File: config.mk
export PLATFORM = sky130hd
export DESIGN_NAME = dispatch_group_former
export DESIGN_NICKNAME = d
export VERILOG_FILES = /design/src/rtl/dgf_pkg.sv /design/src/rtl/dgf_cost.sv /design/src/rtl/dgf_tags.sv /design/src/rtl/dispatch_group_former.sv
export SDC_FILE = /design/constraint.sdc
export NUM_CORES = 1
export LEC_CHECK = 0
export ABC_AREA = 1
export BUFFER_PORTS_ARGS = -buffer_cell sky130_fd_sc_hd__buf_2
export CELL_PAD_IN_SITES_DETAIL_PLACEMENT = 1
export CELL_PAD_IN_SITES_GLOBAL_PLACEMENT = 2
export CORE_MARGIN = 2
export CORE_UTILIZATION = 37
export CTS_CLUSTER_DIAMETER = 200
export DETAILED_ROUTE_END_ITERATION = 6
export GPL_TIMING_DRIVEN = 0
export PLACE_DENSITY = 0.95
export SKIP_CTS_REPAIR_TIMING = 1
export SLEW_MARGIN = 10
export SYNTH_ARGS = -nofsm -noshare
export SYNTH_HDL_FRONTEND = slang
export SYNTH_SLANG_ARGS = --single-unit
export TNS_END_PERCENT = 50
File: constraint.sdc
create_clock -name clk -period 4.9 [get_ports clk]
set_clock_uncertainty 0.05 [all_clocks]
set_input_delay 0.98 -clock clk [delete_from_list [all_inputs] [get_ports clk]]
set_output_delay 0.98 -clock clk [all_outputs]
set_load 0.01 [all_outputs]
File: src/rtl/dgf_pkg.sv
package dgf_pkg;
    typedef enum logic [3:0] {
        CLS_PLAIN   = 4'd0,
        CLS_DIVIDE  = 4'd1,
        CLS_MEM_UPD = 4'd2,
        CLS_MEM_IDX = 4'd3,
        CLS_RESERVE = 4'd4,
        CLS_CR_MOVE = 4'd5,
        CLS_CR_LOGIC = 4'd6,
        CLS_SPR_MOVE = 4'd7
    } cls_e;

    typedef enum logic [1:0] {
        GS_EMPTY  = 2'd0,
        GS_FILL   = 2'd1,
        GS_SEALED = 2'd2
    } grp_state_e;
endpackage

File: src/rtl/dgf_cost.sv
module dgf_cost #(
    parameter int CW = 3
) (
    input  logic [3:0]    cls,
    input  logic          rec,
    output logic [CW-1:0] cost,
    output logic          lead
);
    import dgf_pkg::*;

    logic [CW-1:0] base;
    logic          lead_cls;

    always_comb begin
        base     = CW'(1);
        lead_cls = 1'b0;
        case (cls)
            CLS_DIVIDE, CLS_MEM_UPD:               base = CW'(2);
            CLS_MEM_IDX, CLS_RESERVE, CLS_CR_MOVE: base = CW'(4);
            CLS_CR_LOGIC, CLS_SPR_MOVE:            lead_cls = 1'b1;
            default:                               base = CW'(1);
        endcase
    end

    // the record flag lifts a one-slot cost to two
    assign cost = (base == CW'(1) && rec) ? CW'(2) : base;
    // multi-slot instructions and two special classes lead a group
    assign lead = lead_cls || (cost != CW'(1));
endmodule

File: src/rtl/dgf_tags.sv
module dgf_tags #(
    parameter int NENT  = 6,
    parameter int TAG_W = 6
) (
    input  logic             clk,
    input  logic             rst,
    input  logic             clr,
    input  logic             push,
    input  logic             push_real,
    input  logic [TAG_W-1:0] push_tag,
    input  logic [TAG_W-1:0] qa_tag,
    input  logic [TAG_W-1:0] qb_tag,
    output logic             hit_a,
    output logic             hit_b
);
    localparam int FW = $clog2(NENT + 1);

    logic [TAG_W-1:0] tag_q [NENT];
    logic [NENT-1:0]  vld_q;
    logic [FW-1:0]    fill_q;
    logic [FW-1:0]    wr_idx;
    logic [NENT-1:0]  match_a, match_b;

    assign wr_idx = clr ? '0 : fill_q;

    always_ff @(posedge clk) begin
        if (rst) begin
            vld_q  <= '0;
            fill_q <= '0;
        end else begin
            if (clr) vld_q <= '0;
            if (push) begin
                vld_q[wr_idx] <= push_real;
                tag_q[wr_idx] <= push_tag;
            end
            fill_q <= wr_idx + FW'(push);
        end
    end

    for (genvar i = 0; i < NENT; i++) begin : g_cmp
        assign match_a[i] = vld_q[i] && (tag_q[i] == qa_tag);
        assign match_b[i] = vld_q[i] && (tag_q[i] == qb_tag);
    end

    assign hit_a = |match_a;
    assign hit_b = |match_b;


    tag_room_chk: assert property (@(posedge clk) disable iff (rst)
        (push && !clr) |-> (fill_q < FW'(NENT)));
endmodule

File: src/rtl/dispatch_group_former.sv
module dispatch_group_former #(
    parameter int TAG_W     = 6,
    parameter int GRP_SLOTS = 6
) (
    input  logic             clk,
    input  logic             rst,
    input  logic             ins_fire,
    input  logic [3:0]       ins_cls,
    input  logic             ins_rec,
    input  logic             ins_br,
    input  logic             ins_load,
    input  logic [TAG_W-1:0] ins_tag,
    input  logic             st_dep_vld,
    input  logic [TAG_W-1:0] st_dep_tag,
    input  logic             ctr_dep_vld,
    input  logic [TAG_W-1:0] ctr_dep_tag,
    input  logic             nop_fire,
    input  logic             term_mode,
    output logic             hazard,
    output logic [2:0]       pad_cnt,
    output logic [2:0]       slot_cnt,
    output logic             br_held
);
    import dgf_pkg::*;

    localparam int SLOT_W = 3;
    localparam logic [SLOT_W-1:0] FULL     = SLOT_W'(GRP_SLOTS);
    localparam logic [SLOT_W-1:0] CLOSE_AT = SLOT_W'(GRP_SLOTS - 1);

    grp_state_e        state_q, state_d;
    logic [SLOT_W-1:0] slot_q, slot_d, cost;
    logic              br_q, br_d, lead;
    logic              clr, push, push_real, hit_st, hit_ctr;

    dgf_cost #(.CW(SLOT_W)) u_cost (
        .cls(ins_cls), .rec(ins_rec), .cost(cost), .lead(lead)
    );

    dgf_tags #(.NENT(GRP_SLOTS), .TAG_W(TAG_W)) u_tags (
        .clk(clk), .rst(rst), .clr(clr), .push(push), .push_real(push_real),
        .push_tag(ins_tag), .qa_tag(st_dep_tag), .qb_tag(ctr_dep_tag),
        .hit_a(hit_st), .hit_b(hit_ctr)
    );

    // next-state: slot charging, group closing, membership updates
    always_comb begin
        slot_d    = slot_q;
        br_d      = br_q;
        clr       = 1'b0;
        push      = 1'b0;
        push_real = 1'b0;
        if (ins_fire) begin
            if (slot_q >= CLOSE_AT || (ins_br && br_q)) begin
                clr    = 1'b1;
                slot_d = '0;
                br_d   = 1'b0;
            end else begin
                if (lead && slot_q != '0) begin
                    clr    = 1'b1;
                    slot_d = cost;
                    br_d   = ins_br;
                end else begin
                    slot_d = slot_q + cost;
                    br_d   = br_q | ins_br;
                end
                push      = 1'b1;
                push_real = 1'b1;
            end
        end else if (nop_fire) begin
            if (term_mode || slot_q == FULL) begin
                clr    = 1'b1;
                slot_d = '0;
                br_d   = 1'b0;
            end else begin
                slot_d = slot_q + SLOT_W'(1);
                push   = 1'b1;
            end
        end
        if (slot_d == '0)        state_d = GS_EMPTY;
        else if (slot_d == FULL) state_d = GS_SEALED;
        else                     state_d = GS_FILL;
    end

    // state register
    always_ff @(posedge clk) begin
        if (rst) begin
            state_q <= GS_EMPTY;
            slot_q  <= '0;
            br_q    <= 1'b0;
        end else begin
            state_q <= state_d;
            slot_q  <= slot_d;
            br_q    <= br_d;
        end
    end

    // outputs
    always_comb begin
        hazard  = (ins_load && st_dep_vld && hit_st) ||
                  (ins_br && ctr_dep_vld && hit_ctr);
        pad_cnt = '0;
        unique case (state_q)
            GS_SEALED: pad_cnt = '0;
            GS_EMPTY, GS_FILL: begin
                if (hazard) pad_cnt = term_mode ? 3'd1 : (CLOSE_AT - slot_q);
            end
            default: pad_cnt = '0;
        endcase
    end

    assign slot_cnt = slot_q;
    assign br_held  = br_q;


    slot_range_chk: assert property (@(posedge clk) disable iff (rst)
        slot_q <= FULL);

    close_full_chk: assert property (@(posedge clk) disable iff (rst)
        (ins_fire && slot_q >= CLOSE_AT) |=> (slot_q == '0 && !br_q));

    br_limit_chk: assert property (@(posedge clk) disable iff (rst)
        (ins_fire && ins_br && br_q) |=> (slot_q == '0));

    first_open_chk: assert property (@(posedge clk) disable iff (rst)
        (ins_fire && lead && slot_q < CLOSE_AT && !(ins_br && br_q))
        |=> (slot_q == $past(cost)));

    nop_term_chk: assert property (@(posedge clk) disable iff (rst)
        (nop_fire && !ins_fire && term_mode) |=> (slot_q == '0));

    nop_step_chk: assert property (@(posedge clk) disable iff (rst)
        (nop_fire && !ins_fire && !term_mode && slot_q < FULL)
        |=> (slot_q == $past(slot_q) + SLOT_W'(1)));
endmodule

==> out/metrics.yaml <==
avgSynthCellArea_sq_um: 7.71
die_area_sq_mm: 0.00947
clkTransAtPathRegs_ps: 90
critPathSlowestCell: "nor2_1"
r2r-end: "u_tags.tag_q[5][4]"
routed_wl_microns: 9140
via_count: 2933
crit_path_start_kind: "primary input"
period_needed_ps: 3560
hold_violations: 0
syn-cell-area_sq_mm: 0.00322
grt_pass1_wl_microns: 14900
viasPerCell: 5.16
crit_top_cell: "nor2_1"
fmax_mhz: 281
crit_type: "primary input to output port"
min_path_cells: 2
tritoncts: "yes"
fillers: 1104
min_to: "br_held"
post-route-period-util_pct: 72.6
slowest_delay_ps: 250
worstSetupPathDepth: 11
drv_slew: 0
cts_sinks: 50
ff2ff_path_depth: 10
post_dp_cell_area_sq_mm: 0.00353
hold_path.class: "flop to flop"
ys_seq_elements: 50
rsz0062_at_grt: "false"
drt_iter0_drc: 89
dp_hpwl_microns: 7630
tightest_slew_ps: 525
yosysWarnings: 0
max_cap_viol_count: 0
die_y_microns: 97.3
final_cell_mix: "nand2_1, inv_1, nor2_1"
fin_ws_ps: 1340
synth_cell_type_count: 39
routedWlPerCell_microns: 16.1
power.total_uw: 889
crit_chain: "buf_2 -> inv_1 -> o22ai_1 -> nor2_1 -> nand2_1 -> nor2_1 -> nor2_1 -> nand3_1 -> nand2_1 -> a21oi_1 -> buf_2"
insertion_delay_ps: 290
ys_seq_area_share_pct: 42.2
ioPinCount: 40
async_flop_share_pct: 0
leakage_nw: 1.54
die_w_microns: 97.3
syn_inst: 418
track_usage_pct: 19.6
nets: 497
final-setup-viol-count: 0
area_growth_pct: 12.2
critical_path_arrival_ps: 2530
place_congestion: 0.872
cp.required_ps: 3870
crit_fanout: 7
powerDensity_mw_per_mm2: 246
clock_path_buffers: 2
dr.pass1.iters: 4
coreArea_sq_mm: 0.00859
ant_nets: 0
ir_worst_vdd_mv: 0.138
postLayoutCoreUtil_pct: 42.1
rows: 34
mappedNetlistNets: 456
pre_cts_ws_ps: 1350
grt_start_max_net_pins: 17
fin_setup_tns_ps: 0
rrSetupSlack_ps: 2320
slew_headroom_pct: 64.9
hold_start: "br_held"
critPathTopFamily: "simple AND/OR/NAND/NOR gates"
grt-ovfl-total: 0
start_util_pct: 37.5
cp.buffers_inverters: 3
cts_root_buffer: "clkbuf_8"
cts_max_level: 2
critical_path.endpoint_type: "output port"
drcViolationCount: 0
design_area_sq_mm: 0.00362
outcome: "finished clean"
drive_above_1_share_pct: 14.8
numCtsBuffers: 5
synth_edf_count: 36
port_buffers: 34
layout_commonest_cell: "nand2_1"
antennaDiodeCount: 0
timing.rr.start: "slot_cnt[1]"
grt_pass1_vias: 2973
synth_ff_type: "edfxtp_1"
antenna_found_initial: 0
through the flow:
stage | std cells | hold slack (ps)
5_1_grt | 568 | 475
6_report | 568 | 439
4_1_cts | 568 | 439
3_3_place_gp | 560 | 421
2_1_floorplan | 418 | 445
3_5_place_dp | 560 | 422
layout make-up:
class	count	area, sq um	share of cell area, %
Clock inverter	2	15.0	0.415
Clock buffer	6	72.6	2.01
Tap cell	108	135	3.74
Inverter	66	248	6.85
Timing Repair Buffer	34	170	4.71
Multi-Input combinational cell	293	1560	43.1
Sequential cell	50	1360	37.6
Buffer	9	55.1	1.52
layer usage:
metal | share of wire, % | GRT usage (%) | up-vias
met3 | 3.6 | 2.45 | 14
met2 | 49 | 34.9 | 52
met4 | 2.5 | 6.62 | 0
li1 | - | - | 1477
met5 | 0 | 0 | -
met1 | 44 | 24.6 | 1390
report_power, final:
part | total, mW | switching [mW] | internal, mW | leakage, nW
logic | 0.182 | 0.117 | 0.0653 | 1.07
clock network | 0.227 | 0.126 | 0.101 | 0.0374
registers | 0.480 | 0.0140 | 0.466 | 0.440
total | 0.889 | 0.257 | 0.632 | 1.54
kinds of logic (layout without fill, tap and decap cells):
kind of cell,after synthesis,after routing,share of synthesized area (%)
DFF,50,50,42.2
buffers and inverters,75,117,9.39
AOI/OAI and AO/OA,86,86,16.3
adders and majority gates,6,6,2.56
and+or+nand+nor,186,186,25.5
xor gates and xnor gates,15,15,4.08
state kept, by name, summed over array words and instances (netlist names):
signal,cells
u_tags.vld_q,6
u_tags.fill_q,3
br_held,1
slot_cnt,3
state_q,1
u_tags.tag_q,36
synthesized netlist by cell type (3+ instances only):
library cell	number	area (sq um)
nor2_1	50	188
nor2_2	4	25.0
inv_1	64	240
nand2_1	90	338
nor3_1	3	15.0
o21bai_1	4	30.0
clkbuf_2	3	15.0
o22ai_1	18	113
a21boi_0	4	30.0
o2111ai_1	7	61.3
nand2_4	3	33.8
xnor2_1	11	96.3
nand3_1	18	90.1
dfxtp_1	14	280
xor2_1	4	35.0
a21oi_1	31	155
or2_2	3	18.8
edfxtp_1	36	1080
nand4_1	8	50.1
nand3_2	3	30.0
ha_1	5	62.6
o21ai_0	15	75.1
how the worst max path moves through the flow:
| stage | slack (ps) | end | from |
|---|---|---|---|
| floorplan | 1820 | pad_cnt[0] | st_dep_tag[4] |
| global placement | 1340 | pad_cnt[0] | st_dep_tag[3] |
| detailed placement | 1350 | pad_cnt[0] | st_dep_tag[3] |
| CTS | 1340 | pad_cnt[0] | st_dep_tag[3] |
| global route | 1150 | pad_cnt[2] | st_dep_tag[3] |
| finish | 1340 | pad_cnt[2] | st_dep_tag[2] |
worst min-delay path: cells and delay by family (launching register included):
family / cells / cell delay, ps
DFF: 1 / 330
and+or+nand+nor: 1 / 70
AOI/OAI and AO/OA: 1 / 50
No activity file was read; power rests on OpenSTA's default activity.
